**src/rtl/tmu_pkg.sv**
```systemverilog
package tmu_pkg;
  // Defaults shared by the unit and its bench
  localparam int unsigned DEF_KEY_W  = 8;
  localparam int unsigned DEF_SEG_W  = 2;
  localparam int unsigned DEF_WORDS  = 8;
  localparam int unsigned DEF_STAGES = 2;
  localparam int unsigned DEF_IDX_W  = 8;
  localparam int unsigned DEF_BASE   = 16;

  function automatic int unsigned slice_count(int unsigned key_w, int unsigned seg_w);
    return key_w / seg_w;
  endfunction
endpackage

```
**src/rtl/tmu_seg_ram.sv**
```systemverilog
module tmu_seg_ram #(
  parameter int unsigned SEG_W = 2,
  parameter int unsigned WORDS = 8
) (
  input  logic             clk,
  input  logic             rst_n,
  input  logic             we,
  input  logic [SEG_W-1:0] waddr,
  input  logic [WORDS-1:0] wdata,
  input  logic [SEG_W-1:0] raddr,
  output logic [WORDS-1:0] rdata
);
  localparam int unsigned DEPTH = 1 << SEG_W;

  logic [WORDS-1:0] mem_q [DEPTH];

  always_ff @(posedge clk or negedge rst_n) begin
    if (!rst_n) begin
      for (int a = 0; a < DEPTH; a++) mem_q[a] <= '0;
    end else if (we) begin
      mem_q[waddr] <= wdata;
    end
  end

  assign rdata = mem_q[raddr];
endmodule

```
**src/rtl/tmu_and_stage.sv**
```systemverilog
module tmu_and_stage #(
  parameter int unsigned KEY_W = 8,
  parameter int unsigned SEG_W = 2,
  parameter int unsigned WORDS = 8,
  parameter int unsigned IDX_W = 8,
  parameter int unsigned FIRST = 0,
  parameter int unsigned NRAM  = 2
) (
  input  logic             clk,
  input  logic             rst_n,
  input  logic             flush,
  input  logic             v_i,
  input  logic [KEY_W-1:0] key_i,
  input  logic [WORDS-1:0] vec_i,
  input  logic             hit_i,
  input  logic [IDX_W-1:0] idx_i,
  input  logic [NRAM-1:0]  wr_en,
  input  logic [SEG_W-1:0] wr_addr,
  input  logic [WORDS-1:0] wr_data,
  output logic             v_o,
  output logic [KEY_W-1:0] key_o,
  output logic [WORDS-1:0] vec_o,
  output logic             hit_o,
  output logic [IDX_W-1:0] idx_o
);
  logic [WORDS-1:0] col [NRAM];
  logic [WORDS-1:0] vec_n;
  logic             v_n;
  logic             load_en;

  for (genvar r = 0; r < NRAM; r++) begin : g_ram
    tmu_seg_ram #(.SEG_W(SEG_W), .WORDS(WORDS)) u_ram (
      .clk   (clk),
      .rst_n (rst_n),
      .we    (wr_en[r]),
      .waddr (wr_addr),
      .wdata (wr_data),
      .raddr (key_i[(FIRST+r)*SEG_W +: SEG_W]),
      .rdata (col[r])
    );
  end

  always_comb begin
    vec_n = vec_i;
    for (int r = 0; r < NRAM; r++) vec_n = vec_n & col[r];
    v_n     = v_i & ~flush;
    load_en = v_i & ~flush;
  end

  always_ff @(posedge clk or negedge rst_n) begin
    if (!rst_n) begin
      v_o   <= 1'b0;
      key_o <= '0;
      vec_o <= '0;
      hit_o <= 1'b0;
      idx_o <= '0;
    end else begin
      v_o <= v_n;
      if (load_en) begin
        key_o <= key_i;
        vec_o <= vec_n;
        hit_o <= hit_i;
        idx_o <= idx_i;
      end
    end
  end


  stage_flush_chk: assert property (@(posedge clk) disable iff (!rst_n)
    v_o |-> $past(v_i && !flush));


  vec_narrow_chk: assert property (@(posedge clk) disable iff (!rst_n)
    v_o |-> ((vec_o & ~$past(vec_i)) == '0));
endmodule

```
**src/rtl/tmu_prio_merge.sv**
```systemverilog
module tmu_prio_merge #(
  parameter int unsigned KEY_W    = 8,
  parameter int unsigned WORDS    = 8,
  parameter int unsigned IDX_W    = 8,
  parameter int unsigned BASE_IDX = 16
) (
  input  logic             clk,
  input  logic             rst_n,
  input  logic             flush,
  input  logic             v_i,
  input  logic [KEY_W-1:0] key_i,
  input  logic [WORDS-1:0] vec_i,
  input  logic             hit_i,
  input  logic [IDX_W-1:0] idx_i,
  output logic             v_o,
  output logic [KEY_W-1:0] key_o,
  output logic             hit_o,
  output logic [IDX_W-1:0] idx_o
);
  logic             loc_any;
  logic [IDX_W-1:0] loc_idx;
  logic             hit_n;
  logic [IDX_W-1:0] idx_n;
  logic             load_en;

  always_comb begin
    loc_any = |vec_i;
    loc_idx = '0;
    for (int j = WORDS - 1; j >= 0; j--) begin
      if (vec_i[j]) loc_idx = IDX_W'(j);
    end
    if (hit_i) begin
      hit_n = 1'b1;
      idx_n = idx_i;
    end else if (loc_any) begin
      hit_n = 1'b1;
      idx_n = IDX_W'(BASE_IDX) + loc_idx;
    end else begin
      hit_n = 1'b0;
      idx_n = '0;
    end
    load_en = v_i & ~flush;
  end

  always_ff @(posedge clk or negedge rst_n) begin
    if (!rst_n) begin
      v_o   <= 1'b0;
      key_o <= '0;
      hit_o <= 1'b0;
      idx_o <= '0;
    end else begin
      v_o <= v_i & ~flush;
      if (load_en) begin
        key_o <= key_i;
        hit_o <= hit_n;
        idx_o <= idx_n;
      end
    end
  end


  upstream_wins_chk: assert property (@(posedge clk) disable iff (!rst_n)
    (v_o && $past(hit_i)) |-> (hit_o && idx_o == $past(idx_i)));


  local_range_chk: assert property (@(posedge clk) disable iff (!rst_n)
    (v_o && hit_o && !$past(hit_i)) |->
      (idx_o >= IDX_W'(BASE_IDX) && idx_o < IDX_W'(BASE_IDX + WORDS)));


  miss_zero_chk: assert property (@(posedge clk) disable iff (!rst_n)
    (v_o && !hit_o) |-> (idx_o == '0));
endmodule

```
**src/rtl/tmatch_unit.sv**
```systemverilog
module tmatch_unit
  import tmu_pkg::*;
#(
  parameter int unsigned KEY_W    = DEF_KEY_W,
  parameter int unsigned SEG_W    = DEF_SEG_W,
  parameter int unsigned WORDS    = DEF_WORDS,
  parameter int unsigned STAGES   = DEF_STAGES,
  parameter int unsigned IDX_W    = DEF_IDX_W,
  parameter int unsigned BASE_IDX = DEF_BASE,
  localparam int unsigned P       = slice_count(KEY_W, SEG_W)
) (
  input  logic             clk,
  input  logic             rst_n,
  input  logic             in_valid,
  input  logic [KEY_W-1:0] in_key,
  input  logic             in_hit,
  input  logic [IDX_W-1:0] in_idx,
  input  logic             upd_busy,
  input  logic [P-1:0]     wr_en,
  input  logic [SEG_W-1:0] wr_addr,
  input  logic [WORDS-1:0] wr_data,
  output logic             out_valid,
  output logic [KEY_W-1:0] out_key,
  output logic             out_hit,
  output logic [IDX_W-1:0] out_idx
);
  // RAMs per stage; P must be a multiple of STAGES
  localparam int unsigned RPS = P / STAGES;

  logic             s_v   [STAGES+1];
  logic [KEY_W-1:0] s_key [STAGES+1];
  logic [WORDS-1:0] s_vec [STAGES+1];
  logic             s_hit [STAGES+1];
  logic [IDX_W-1:0] s_idx [STAGES+1];

  assign s_v[0]   = in_valid;
  assign s_key[0] = in_key;
  assign s_vec[0] = '1;
  assign s_hit[0] = in_hit;
  assign s_idx[0] = in_idx;

  for (genvar h = 0; h < STAGES; h++) begin : g_stage
    tmu_and_stage #(
      .KEY_W(KEY_W), .SEG_W(SEG_W), .WORDS(WORDS), .IDX_W(IDX_W),
      .FIRST(h * RPS), .NRAM(RPS)
    ) u_stage (
      .clk     (clk),
      .rst_n   (rst_n),
      .flush   (upd_busy),
      .v_i     (s_v[h]),
      .key_i   (s_key[h]),
      .vec_i   (s_vec[h]),
      .hit_i   (s_hit[h]),
      .idx_i   (s_idx[h]),
      .wr_en   (wr_en[h*RPS +: RPS]),
      .wr_addr (wr_addr),
      .wr_data (wr_data),
      .v_o     (s_v[h+1]),
      .key_o   (s_key[h+1]),
      .vec_o   (s_vec[h+1]),
      .hit_o   (s_hit[h+1]),
      .idx_o   (s_idx[h+1])
    );
  end

  tmu_prio_merge #(
    .KEY_W(KEY_W), .WORDS(WORDS), .IDX_W(IDX_W), .BASE_IDX(BASE_IDX)
  ) u_prio (
    .clk   (clk),
    .rst_n (rst_n),
    .flush (upd_busy),
    .v_i   (s_v[STAGES]),
    .key_i (s_key[STAGES]),
    .vec_i (s_vec[STAGES]),
    .hit_i (s_hit[STAGES]),
    .idx_i (s_idx[STAGES]),
    .v_o   (out_valid),
    .key_o (out_key),
    .hit_o (out_hit),
    .idx_o (out_idx)
  );


  wr_only_busy_chk: assert property (@(posedge clk) disable iff (!rst_n)
    (|wr_en) |-> upd_busy);


  busy_blocks_chk: assert property (@(posedge clk) disable iff (!rst_n)
    upd_busy |=> !out_valid);
endmodule

```
**config.mk**
```make
export PLATFORM = sky130hd
export DESIGN_NAME = tmatch_unit
export DESIGN_NICKNAME = d
export VERILOG_FILES = /design/src/rtl/tmu_pkg.sv /design/src/rtl/tmu_seg_ram.sv /design/src/rtl/tmu_and_stage.sv /design/src/rtl/tmu_prio_merge.sv /design/src/rtl/tmatch_unit.sv
export SDC_FILE = /design/constraint.sdc
export NUM_CORES = 1
export LEC_CHECK = 0
export BUFFER_PORTS_ARGS = -buffer_cell sky130_fd_sc_hd__buf_4
export CORE_ASPECT_RATIO = 0.7
export CORE_MARGIN = 2
export CORE_UTILIZATION = 50
export CTS_BUF_LIST = sky130_fd_sc_hd__clkbuf_8
export DETAILED_ROUTE_END_ITERATION = 6
export PLACE_DENSITY = 0.76
export RECOVER_POWER = 25
export SLEW_MARGIN = 20
export SYNTH_ARGS = -nofsm -noshare
export SYNTH_HDL_FRONTEND = slang
export SYNTH_SLANG_ARGS = --single-unit
```
**constraint.sdc**
```tcl
create_clock -name clk -period 3.25 [get_ports clk]
set_input_delay 0.325 -clock clk [delete_from_list [all_inputs] [get_ports clk]]
set_output_delay 0.325 -clock clk [all_outputs]
set_load 0.01 [all_outputs]
```
==> key figures, run 1 <==
Power
  – LEAKAGE: roughly 4.2 nW
  – Int Pwr: 4.16 mW
  – Gate power share: ~18%
  – Clk network pwr share: 27.5%
  – PD cells: around 630 nW/um2
  – NetSw: between 1.5 and 2 mW
  – Reg power frac: between 50% and 60%
  – Sw Share: around 29%
  – Peak VDD IR: around 0.38 mV

Synthesis
  – Synthesis warning total: 0
  – Synthesized area: 8330 um2
  – Avg Inst Size Synth: 13.9 um2
  – Top-count cell post-synth: dfrtp_1
  – Sequential cell area fraction in the yosys report: between 50% and 60%
  – Register bit total from synthesis: 198
  – Top cell type's share of synthesized area: roughly three fifths
  – Commonest cells post-synth: dfrtp_1, mux2_2, nand2_1
  – Share of flip-flops with an asynchronous set or reset: 100%
  – Area contributors post-synth: dfrtp_1, mux2_2, mux4_2
  – EDFF count, synth: 0
  – Mapped Cells: between 600 and 700
  – Syn nets: roughly 640
  – Post-synth top area cell: dfrtp_1
  – Distinct cells, synth: 27
  – Predominant post-synthesis flop cell: dfrtp_1

Timing
  – Final Hold Violating Endpoints: 0
  – Final WS setup: 1.44 ns
  – Final Cycle Share: between 50% and 60%
  – Unrepaired setup endpoints after global routing: no
  – Final min period: around 1.8 ns
  – Setup_tns: 0 ns
  – Pins over their slew limit: 0
  – Clock Skew: around 0.014 ns
  – Worst slew pin tran: 0.823 ns
  – Rel. slew slack: 45.1%
  – Final setup vio count: 0
  – Fmax: approximately 0.55 GHz
  – Hold Slack: between 0.02 and 0.03 ns

Routing
  – Vias per cell: approximately 5.6
  – Total Routed Length: ~17,000 um
  – Post-DR wirelength/cell: 19.7 um
  – Total number of vias: roughly 4,900
  – DRC: 0
  – Detailed Routing Iterations Pass 1: 5
  – Initial drt markers: 340
  – ANT nets after route: 0

Worst setup path
  – Crit. Startpoint: g_stage[0].u_stage.key_o[4]$_DFFE_PN0P_
  – Critical path's largest stage delay: approximately 0.8 ns
  – Worst Path Required: 3.61 ns
  – WS Path Type: flip-flop to flip-flop
  – Worst reg2reg endpoint: g_stage[1].u_stage.vec_o[2]$_DFFE_PN0P_
  – Critical R2R Launch: g_stage[0].u_stage.key_o[4]$_DFFE_PN0P_
  – Largest delay share family, worst path: flip-flops
  – Crit path max fanout: 10
  – Data arrival time of the worst path: approximately 2.2 ns
  – Critical Path Sink: g_stage[1].u_stage.vec_o[2]$_DFFE_PN0P_
  – FF-to-FF setup slack: 1.44 ns
  – Slowest CP cell: dfrtp_1
  – Worst path bufs/invs: 0
  – Stages on worst setup path: 3
  – Startpoint Class: flip-flop
  – Crit. End Element: flip-flop
  – Worst R2R Path Depth: 3
  – Cell Chain, Critical Path: mux4_2 -> nand4_1 -> o21ai_0

Clocking
  – Clock H-tree levels: 4
  – Post_cts resized: 0
  – CTS Sinks: about 200
  – Hold Buf Count CTS: 4
  – TritonCTS Buffers: 17
  – Maximum root-to-sink buffer count: 2
  – Clk root buf: clkbuf_8
  – CTS tree: done
  – Setup bufs post-CTS: 0
  – Reg clk slew, reported paths: 0.11 ns
  – Clk_lat worst skew: about 0.48 ns

Global route
  – Largest net degree at the start of global routing: roughly 110
  – GR Util All Layers: 21.3%
  – Global route overflow: 0
  – Vias in the first global route: roughly 5,200
  – First-pass GRT wire length: about 28,000 um
  – Initial antenna violation count: 0

Die
  – Core Region: 16,300 um2
  – Full die area: 17,700 um2
  – Starting Density: around half
  – Die width: 158 um
  – Num ports: 53
  – Die span in y: ~110 um
  – Row count: 39

Final layout
  – Final Util: between 50% and 60%
  – Antenna fix cells: 0
  – Area delta synth->final: 12.1%
  – Share of cells above drive strength 1: 40.3%
  – Layout Nets: just under 700

Placement
  – RD Place Congestion: ~0.75
  – IO buf count: 52
  – Pre-CTS setup slack: roughly 1.3 ns
  – Post-DP HPWL: between 10,000 and 15,000 um

Flow run
  – Max-cap viol count: 0

Status
  – Status: finished clean

Worst hold path
  – Worst hold-check path type: input pin to flip-flop
==> through the flow <==
| step | instance area [um2] | instances | power [mW] |
|---|---|---|---|
| 6_report | 9340 | 882 | 5.90 |
| 5_1_grt | 9340 | 882 | 6.20 |
| 4_1_cts | 9360 | 882 | 5.95 |
| 3_5_place_dp | 8890 | 846 | 4.34 |
| 3_3_place_gp | 8890 | 846 | 4.25 |
| 2_1_floorplan | 8330 | 601 | 3.91 |
==> power groups by stage <==
stage | Combinational, mW | Clock, mW | Sequential, mW
after floorplan | 0.741 | 0 | 3.17
after global placement | 1.02 | 0 | 3.23
after detailed placement | 1.07 | 0 | 3.27
after CTS | 1.08 | 1.66 | 3.22
after global routing | 1.16 | 1.76 | 3.28
final | 1.06 | 1.62 | 3.22
==> metal layers <==
layer,track usage [%],share of wire [%],vias to the layer above
li1,-,-,2191
met1,31.4,47,2603
met2,31.9,47,122
met3,5.92,6.0,9
met4,4.50,0.74,0
met5,0,0,-
==> area by class of cell <==
class / count / area [um2]
Clock buffer: 18 / 248
Clock inverter: 14 / 186
Fill cell: 1330 / 6960
Inverter: 4 / 15.0
Multi-Input combinational cell: 362 / 3170
Sequential cell: 198 / 4950
Tap cell: 225 / 282
Timing Repair Buffer: 61 / 483
==> worst min-delay path, delay by kind of cell <==
kind | cells | cell delay (ns)
buf+inv | 1 | 0.08
simple gates | 2 | 0.08
==> cells in the final DEF, fill, tap and decap left out, drive strengths merged <==
master / n
a211o: 1
a21o: 1
a21oi: 5
a32oi: 1
and2: 4
buf: 55
clkbuf: 20
clkinv: 9
clkinvlp: 1
dfrtp: 198
dlygate4sd3: 4
inv: 8
mux2: 145
mux4: 32
nand2: 118
nand2b: 3
nand3: 23
nand4: 1
nor2: 8
nor2b: 4
nor3: 1
o21ai: 12
o31ai: 1
o41ai: 1
or4: 1
==> worst min path at each step <==
stage | startpoint | to | slack (ns) | cells past startpoint
finish | in_idx[2] | g_stage[0].u_stage.idx_o[2]$_DFFE_PN0P_ | 0.03 | 3
global route | in_idx[4] | g_stage[0].u_stage.idx_o[4]$_DFFE_PN0P_ | 0.003 | 3
CTS | in_idx[2] | g_stage[0].u_stage.idx_o[2]$_DFFE_PN0P_ | 0.002 | 3
detailed placement | u_prio.idx_o[5]$_DFFE_PN0P_ | u_prio.idx_o[5]$_DFFE_PN0P_ | 0.46 | 2
global placement | g_stage[1].u_stage.key_o[2]$_DFFE_PN0P_ | u_prio.key_o[2]$_DFFE_PN0P_ | 0.45 | 2
floorplan | rst_n | g_stage[0].u_stage.g_ram[0].u_ram.mem_q[0]$_DFFE_PN0P_ | 0.03 | 0
==> logic make-up after synthesis <==
family,count (synthesis),share of synthesized area [%]
flops,198,59.5
simple gates,163,8.40
buf+inv,41,2.25
mux,177,28.3
compound gates,22,1.62
==> state kept, by name, indices dropped and copies added (netlist names) <==
signal,cells
g_stage.u_stage.vec_o,16
g_stage.u_stage.hit_o,2
u_prio.v_o,1
u_prio.hit_o,1
g_stage.u_stage.idx_o,16
u_prio.key_o,8
u_prio.idx_o,8
g_stage.u_stage.v_o,2
g_stage.u_stage.g_ram.u_ram.mem_q,128
g_stage.u_stage.key_o,16
No activity file was read; power rests on OpenSTA's default activity.
==> run 2: changes to the inputs <==
ABC_AREA = 1   (was default)
clock period = 1.75 ns   (was 3.25 ns; I/O delays follow)
==> run 2 against run 1 <==
Clock-buffer cell count is 1 lower. Largest power group unchanged. Area after synthesis increased by 7.2%. Power up 81%. Highest routed layer unchanged.
==> key figures, run 2 <==
Synthesis
  – Share of flip-flops with an asynchronous set or reset: 100% (unchanged)
  – Predominant post-synthesis flop cell: dfrtp_1 (unchanged)
  – Syn nets: 962 (was 636)
  – Area contributors post-synth: dfrtp_1, nand2_1, o21ai_2 (was dfrtp_1, mux2_2, mux4_2)
  – Avg Inst Size Synth: 9.63 um2 (was 13.9 um2)
  – Commonest cells post-synth: nand2_1, dfrtp_1, o21ai_2 (was dfrtp_1, mux2_2, nand2_1)
  – Mapped Cells: 927 (was 601)
  – Register bit total from synthesis: 198 (unchanged)
  – Synthesized area: 8930 um2 (was 8330 um2)
  – EDFF count, synth: 0 (unchanged)
  – Distinct cells, synth: 27 (unchanged)
  – Synthesis warning total: 0 (unchanged)
  – Post-synth top area cell: dfrtp_1 (unchanged)
  – Sequential cell area fraction in the yosys report: 55.5% (was 59.5%)
  – Top cell type's share of synthesized area: 55.5% (was 59.5%)
  – Top-count cell post-synth: nand2_1 (was dfrtp_1)

Placement
  – Post-DP HPWL: 13,900 um (was 11,900 um)
  – Placed Cells: 1,183 (was 846)
  – Pre-CTS setup slack: 0.280 ns (was 1.29 ns)
  – Placed Area: 9420 um2 (was 8890 um2)
  – IO buf count: 52 (unchanged)
  – RD Place Congestion: 0.924 (was 0.747)

Global route
  – Largest net degree at the start of global routing: 54 (was 106)
  – GR Util All Layers: 23.6% (was 21.3%)
  – First-pass GRT wire length: 34,100 um (was 28,000 um)
  – Initial antenna violation count: 0 (unchanged)
  – Vias in the first global route: 6,102 (was 5,164)
  – Global route overflow: 0 (unchanged)

Routing
  – Vias per cell: 5.42 (was 5.58)
  – Detailed Routing Iterations Pass 1: 5 (unchanged)
  – Total Routed Length: 21,000 um (was 17,400 um)
  – DRC: 0 (unchanged)
  – Total number of vias: 6,664 (was 4,925)
  – Initial drt markers: 750 (was 340)
  – Post-DR wirelength/cell: 17.1 um (was 19.7 um)
  – ANT nets after route: 0 (unchanged)

Final layout
  – Final instance area: 9790 um2 (was 9340 um2)
  – Most frequent cells in the layout: nand2_1, dfrtp_1, o21ai_0, buf_4, o21ai_2 (was dfrtp_1, mux2_2, nand2_1, buf_4, mux4_2)
  – Max reg flops: 128 (unchanged)
  – Layout Nets: 1,020 (was 679)
  – Share of cells above drive strength 1: 19.6% (was 40.3%)
  – Fillers: 1,588 (was 1,330)
  – Area delta synth->final: 9.68% (was 12.1%)
  – Antenna fix cells: 0 (unchanged)
  – Commonest non-fill, non-tap cell in the layout: nand2_1 (was dfrtp_1)
  – Fin cells: 1,229 (was 882)
  – Reg with most FFs: g_stage.u_stage.g_ram.u_ram.mem_q (unchanged)

Die
  – Starting Density: 51.6% (was 51.1%)
  – Die width: 164 um (was 158 um)
  – Row count: 40 (was 39)
  – Die span in y: 116 um (was 112 um)
  – Full die area: 19,000 um2 (was 17,700 um2)
  – Num ports: 53 (unchanged)
  – Core Region: 17,300 um2 (was 16,300 um2)

Clocking
  – Reg clk slew, reported paths: 0.12 ns (was 0.11 ns)
  – Clk root buf: clkbuf_8 (unchanged)
  – TritonCTS Buffers: 17 (unchanged)
  – Maximum root-to-sink buffer count: 2 (unchanged)
  – CTS Sinks: 198 (unchanged)
  – Clock H-tree levels: 4 (unchanged)
  – Clk_lat worst skew: 0.48 ns (about the same)
  – CTS tree: done (unchanged)

Timing
  – Clock Skew: 0.0125 ns (was 0.0139 ns)
  – Final Cycle Share: 89.1% (was 55.6%)
  – Worst slew pin tran: 0.924 ns (was 0.823 ns)
  – Final WS setup: 0.191 ns (was 1.44 ns)
  – Rel. slew slack: 38.4% (was 45.1%)
  – Fmax: 0.642 GHz (was 0.553 GHz)
  – Pins over their slew limit: 0 (unchanged)
  – Unrepaired setup endpoints after global routing: no (unchanged)
  – Setup_tns: 0 ns (unchanged)
  – Final min period: 1.56 ns (was 1.81 ns)
  – Final setup vio count: 0 (unchanged)
  – Final Hold Violating Endpoints: 0 (unchanged)

Flow run
  – Max-cap viol count: 0 (unchanged)

Power
  – Reg power frac: 53.5% (was 54.5%)
  – LEAKAGE: 4.64 nW (was 4.19 nW)
  – Int Pwr: 7.18 mW (was 4.16 mW)
  – Gate power share: 18.6% (was 18.0%)
  – Sw Share: 33.0% (was 29.5%)
  – Overall Power: 10.7 mW (was 5.90 mW)
  – Clk network pwr share: 27.9% (was 27.5%)
  – PD cells: 1090 nW/um2 (was 632 nW/um2)
  – Peak VDD IR: 0.565 mV (was 0.379 mV)
  – NetSw: 3.53 mW (was 1.74 mW)

Worst setup path
  – Largest delay share family, worst path: flip-flops (unchanged)
  – Worst Path Required: 2.15 ns (was 3.61 ns)
  – Cell Chain, Critical Path: clkinv_1 -> nand3_1 -> nand3_1 -> o22ai_1 (was mux4_2 -> nand4_1 -> o21ai_0)
  – Worst path bufs/invs: 1 (was 0)
  – Data arrival time of the worst path: 1.96 ns (was 2.17 ns)
  – WS Path Type: flip-flop to flip-flop (unchanged)
  – Startpoint Class: flip-flop (unchanged)
  – Crit path max fanout: 10 (unchanged)
  – Critical path's largest stage delay: 0.59 ns (was 0.80 ns)
  – Crit. End Element: flip-flop (unchanged)
  – Slowest CP cell: dfrtp_1 (unchanged)
  – CP most frequent cell: nand3_1

Worst hold path
  – Worst hold-check path type: input pin to flip-flop (unchanged)

Status
  – Status: finished clean (unchanged)
## run 2: cell count changes after synthesis, sizes merged, moves of 16 or more
cell	delta
buf	+16
o22ai	+24
nand2	+177
mux2	-145
inv	+37
nand3	+45
nor2	+33
mux4	-32
o21ai	+190
## run 2: power groups by stage
stage | clock network (mW) | registers [mW] | logic, mW
2_1_floorplan | 0 | 5.70 | 1.40
3_3_place_gp | 0 | 5.79 | 2.00
3_5_place_dp | 0 | 5.80 | 2.07
4_1_cts | 3.03 | 5.72 | 2.10
5_1_grt | 3.24 | 5.80 | 2.25
6_report | 2.99 | 5.73 | 1.99
## run 2: cell families (layout without fill, tap and decap cells)
logic type      Yosys count  in the layout  synth area share (%)
compound gates          232            232                  18.0
buf+inv                  92            163                  6.32
flops                   198            198                  55.5
simple gates            405            405                  20.2
## run 2: path summary, 6_finish.rpt
kind | start | end | slack, ns | depth (start not counted)
setup / recovery | g_stage[0].u_stage.key_o[5]$_DFFE_PN0P_ | g_stage[1].u_stage.vec_o[5]$_DFFE_PN0P_ | 0.19 | 4
hold / removal | wr_en[1] | g_stage[0].u_stage.g_ram[1].u_ram.mem_q[27]$_DFFE_PN0P_ | 0.12 | 3
setup reg to reg | g_stage[0].u_stage.key_o[5]$_DFFE_PN0P_ | g_stage[1].u_stage.vec_o[5]$_DFFE_PN0P_ | 0.19 | 4
hold reg to reg | g_stage[1].u_stage.key_o[6]$_DFFE_PN0P_ | u_prio.key_o[6]$_DFFE_PN0P_ | 0.49 | 2
max in group asynchronous | rst_n | g_stage[1].u_stage.vec_o[6]$_DFFE_PN0P_ | 0.83 | 3
min in group asynchronous | rst_n | g_stage[0].u_stage.g_ram[1].u_ram.mem_q[3]$_DFFE_PN0P_ | 0.21 | 2
## run 2: cell type report
type | instances | area (um2) | area share [%]
Clock buffer | 17 | 234 | 2.39
Clock inverter | 15 | 166 | 1.70
Inverter | 43 | 171 | 1.75
Multi-Input combinational cell | 637 | 3240 | 33.1
Sequential cell | 198 | 4950 | 50.6
Tap cell | 231 | 289 | 2.95
Timing Repair Buffer | 88 | 736 | 7.51
## run 2: per-layer routing
metal / GRT usage, % / up-vias / routed length (um)
met3: 4.69 / 22 / 1400
met5: 0 / - / 0
met2: 32.8 / 221 / 9030
li1: - / 3189 / -
met1: 37.4 / 3232 / 10300
met4: 6.84 / 0 / 263
## run 2: through the flow
step | hold slack (ns) | utilization, %
after CTS | 0.126 | 57.5
after global placement | 0.174 | 54.4
after global routing | 0.124 | 56.5
final | 0.124 | 56.5
after detailed placement | 0.174 | 54.4
after floorplan | -0.121 | -
## run 2: worst register-to-register path: cells and delay by family, from the launching register on
family	cells	cell delay [ns]
flip-flops	1	0.59
buffers and inverters	1	0.41
AND/OR/NAND/NOR	2	0.35
AO/OA/AOI/OAI	1	0.13
## run 2: timing repair
action / in CTS / in global routing
hold endpoints to repair: 61 / 0
buffers inserted: 0 / 0
hold buffers: 14 / 0
resized for setup: 0 / 0
==> run 3: changes to the inputs <==
PLACE_DENSITY = default   (was 0.76)
PLACE_DENSITY_LB_ADDON = 0.08   (was default)
==> run 3 against run 2 <==
Core utilization down 0.62 points. Combinational power down 5%. First-iteration DRC count down 20%. Non-clock buffer count down 1. Critical path depth unchanged. Sequential share of layout area up 0.56 points. Final cell count about the same. Power down 0.34%. Critical endpoint is now g_stage[1].u_stage.vec_o[7]$_DFFE_PN0P_. Largest power group unchanged. Highest routed layer unchanged.
==> key figures, run 3 (synthesis gave the netlist of run 2 again) <==
Final layout
  – Commonest non-fill, non-tap cell in the layout: nand2_1 (unchanged)
  – Final Util: 55.9% (was 56.5%)
  – Layout Nets: 1,019 (was 1,020)
  – Most frequent cells in the layout: nand2_1, dfrtp_1, o21ai_0, buf_4, nand3_1 (was nand2_1, dfrtp_1, o21ai_0, buf_4, o21ai_2)
  – Fin cells: 1,228 (was 1,229)
  – Share of cells above drive strength 1: 15.7% (was 19.6%)
  – Max reg flops: 128 (unchanged)
  – Antenna fix cells: 0 (unchanged)
  – Fillers: 1,681 (was 1,588)
  – Area delta synth->final: 8.48% (was 9.68%)
  – Reg with most FFs: g_stage.u_stage.g_ram.u_ram.mem_q (unchanged)

Global route
  – First-pass GRT wire length: 35,200 um (was 34,100 um)
  – GR Util All Layers: 24.5% (was 23.6%)
  – Initial antenna violation count: 0 (unchanged)
  – Largest net degree at the start of global routing: 66 (was 54)
  – Vias in the first global route: 6,158 (was 6,102)
  – Global route overflow: 0 (unchanged)

Die
  – Die span in y: 116 um (unchanged)
  – Die width: 164 um (unchanged)
  – Full die area: 19,000 um2 (unchanged)
  – Starting Density: 51.6% (unchanged)
  – Row count: 40 (unchanged)
  – Core Region: 17,300 um2 (unchanged)
  – Num ports: 53 (unchanged)

Clocking
  – Clk_lat worst skew: 0.47 ns (was 0.48 ns)
  – Reg clk slew, reported paths: 0.10 ns (was 0.12 ns)
  – TritonCTS Buffers: 17 (unchanged)
  – CTS Sinks: 198 (unchanged)
  – Clk root buf: clkbuf_8 (unchanged)
  – Maximum root-to-sink buffer count: 2 (unchanged)
  – Clock H-tree levels: 4 (unchanged)
  – CTS tree: done (unchanged)

Routing
  – DRC: 0 (unchanged)
  – Vias per cell: 5.28 (was 5.42)
  – Post-DR wirelength/cell: 17.6 um (was 17.1 um)
  – Total Routed Length: 21,600 um (was 21,000 um)
  – Initial drt markers: 598 (was 750)
  – ANT nets after route: 0 (unchanged)
  – Total number of vias: 6,483 (was 6,664)
  – Detailed Routing Iterations Pass 1: 5 (unchanged)

Timing
  – Clock Skew: 0.0104 ns (was 0.0125 ns)
  – Setup_tns: 0 ns (unchanged)
  – Final setup vio count: 0 (unchanged)
  – Rel. slew slack: 60.3% (was 38.4%)
  – Unrepaired setup endpoints after global routing: no (unchanged)
  – Pins over their slew limit: 0 (unchanged)
  – Worst slew pin tran: 0.595 ns (was 0.924 ns)
  – Fmax: 0.651 GHz (was 0.642 GHz)
  – Final min period: 1.54 ns (was 1.56 ns)
  – Final WS setup: 0.213 ns (was 0.191 ns)
  – Final Hold Violating Endpoints: 0 (unchanged)
  – Final Cycle Share: 87.8% (was 89.1%)

Worst setup path
  – Crit path max fanout: 10 (unchanged)
  – WS Path Type: flip-flop to flip-flop (unchanged)
  – Critical path's largest stage delay: 0.55 ns (was 0.59 ns)
  – Crit. End Element: flip-flop (unchanged)
  – Critical R2R Launch: g_stage[0].u_stage.key_o[5]$_DFFE_PN0P_ (unchanged)
  – FF-to-FF setup slack: 0.21 ns (was 0.19 ns)
  – Slowest CP cell: dfrtp_1 (unchanged)
  – Cell Chain, Critical Path: clkinv_1 -> nand3_1 -> nand3_1 -> o22ai_1 (unchanged)
  – Worst Path Required: 2.13 ns (was 2.15 ns)
  – Worst reg2reg endpoint: g_stage[1].u_stage.vec_o[7]$_DFFE_PN0P_ (was g_stage[1].u_stage.vec_o[5]$_DFFE_PN0P_)
  – Crit. Startpoint: g_stage[0].u_stage.key_o[5]$_DFFE_PN0P_ (unchanged)
  – Critical Path Sink: g_stage[1].u_stage.vec_o[7]$_DFFE_PN0P_ (was g_stage[1].u_stage.vec_o[5]$_DFFE_PN0P_)
  – Startpoint Class: flip-flop (unchanged)
  – CP most frequent cell: nand3_1 (unchanged)
  – Data arrival time of the worst path: 1.92 ns (was 1.96 ns)
  – Worst R2R Path Depth: 4 (unchanged)

Power
  – LEAKAGE: 4.59 nW (was 4.64 nW)
  – PD cells: 1100 nW/um2 (was 1090 nW/um2)
  – Peak VDD IR: 0.475 mV (was 0.565 mV)

Placement
  – IO buf count: 52 (unchanged)
  – RD Place Congestion: 0.870 (was 0.924)
  – Post-DP HPWL: 14,500 um (was 13,900 um)
  – Pre-CTS setup slack: 0.247 ns (was 0.280 ns)
  – Placed Cells: 1,182 (was 1,183)

Status
  – Status: finished clean (unchanged)

Flow run
  – Max-cap viol count: 0 (unchanged)

Worst hold path
  – Worst hold-check path type: input pin to flip-flop (unchanged)
[run 3: cell types whose count changed in the layout (fill, tap and decap cells not counted), sizes merged]
cell | before | now
inv | 51 | 44
bufinv | 0 | 2
clkinv | 7 | 9
buf | 71 | 72
clkinvlp | 0 | 1
[run 3: how the worst min path moves through the flow]
| stage | from | to | slack [ns] | cells after the start |
|---|---|---|---|---|
| after floorplan | rst_n | g_stage[0].u_stage.g_ram[0].u_ram.mem_q[0]$_DFFE_PN0P_ | -0.12 | 0 |
| after global placement | rst_n | g_stage[0].u_stage.g_ram[0].u_ram.mem_q[26]$_DFFE_PN0P_ | 0.22 | 1 |
| after detailed placement | rst_n | g_stage[0].u_stage.g_ram[0].u_ram.mem_q[26]$_DFFE_PN0P_ | 0.23 | 1 |
| after CTS | in_valid | g_stage[0].u_stage.v_o$_DFF_PN0_ | 0.02 | 3 |
| after global routing | in_valid | g_stage[0].u_stage.v_o$_DFF_PN0_ | 0.05 | 3 |
| final | in_valid | g_stage[0].u_stage.v_o$_DFF_PN0_ | 0.07 | 3 |
[run 3: cell type report]
class | instances | area (um2) | area share, %
Sequential cell | 198 | 4950 | 51.2
Timing Repair Buffer | 87 | 769 | 7.95
Clock inverter | 13 | 144 | 1.49
Tap cell | 231 | 289 | 2.98
Inverter | 43 | 171 | 1.77
Multi-Input combinational cell | 637 | 3090 | 32.0
Clock buffer | 19 | 262 | 2.70
[run 3: power breakdown]
part	internal [mW]	switching, mW
registers	5.29	0.452
clock network	1.37	1.68
logic	0.753	1.14
[run 3: per-stage QoR]
stage / power [mW] / instance area [um2] / hold slack [ns]
3_3_place_gp: 7.85 / 9450 / 0.224
5_1_grt: 11.3 / 9680 / 0.0544
3_5_place_dp: 7.89 / 9450 / 0.230
4_1_cts: 10.9 / 10000 / 0.0191
6_report: 10.7 / 9680 / 0.0694
2_1_floorplan: 7.10 / 8930 / -0.121
[run 3: layer usage]
| metal | track usage (%) | vias up | share of wire (%) |
|---|---|---|---|
| li1 | - | 3184 | - |
| met3 | 4.62 | 12 | 4.4 |
| met2 | 34.1 | 129 | 41 |
| met1 | 39.9 | 3158 | 54 |
| met4 | 4.50 | 0 | 0.82 |
| met5 | 0 | - | 0 |
[run 3: timing repair]
item / CTS / global route
setup buffers: 0 / 0
endpoints found under the hold margin: 71 / 0
hold buffers: 14 / 0
resized for setup: 0 / 0
[run 3: critical path, delay by kind of cell (launching register included)]
kind	cells	cell delay (ns)
and+or+nand+nor	2	0.42
buffers and inverters	1	0.37
AOI/OAI and AO/OA	1	0.12
DFF	1	0.55
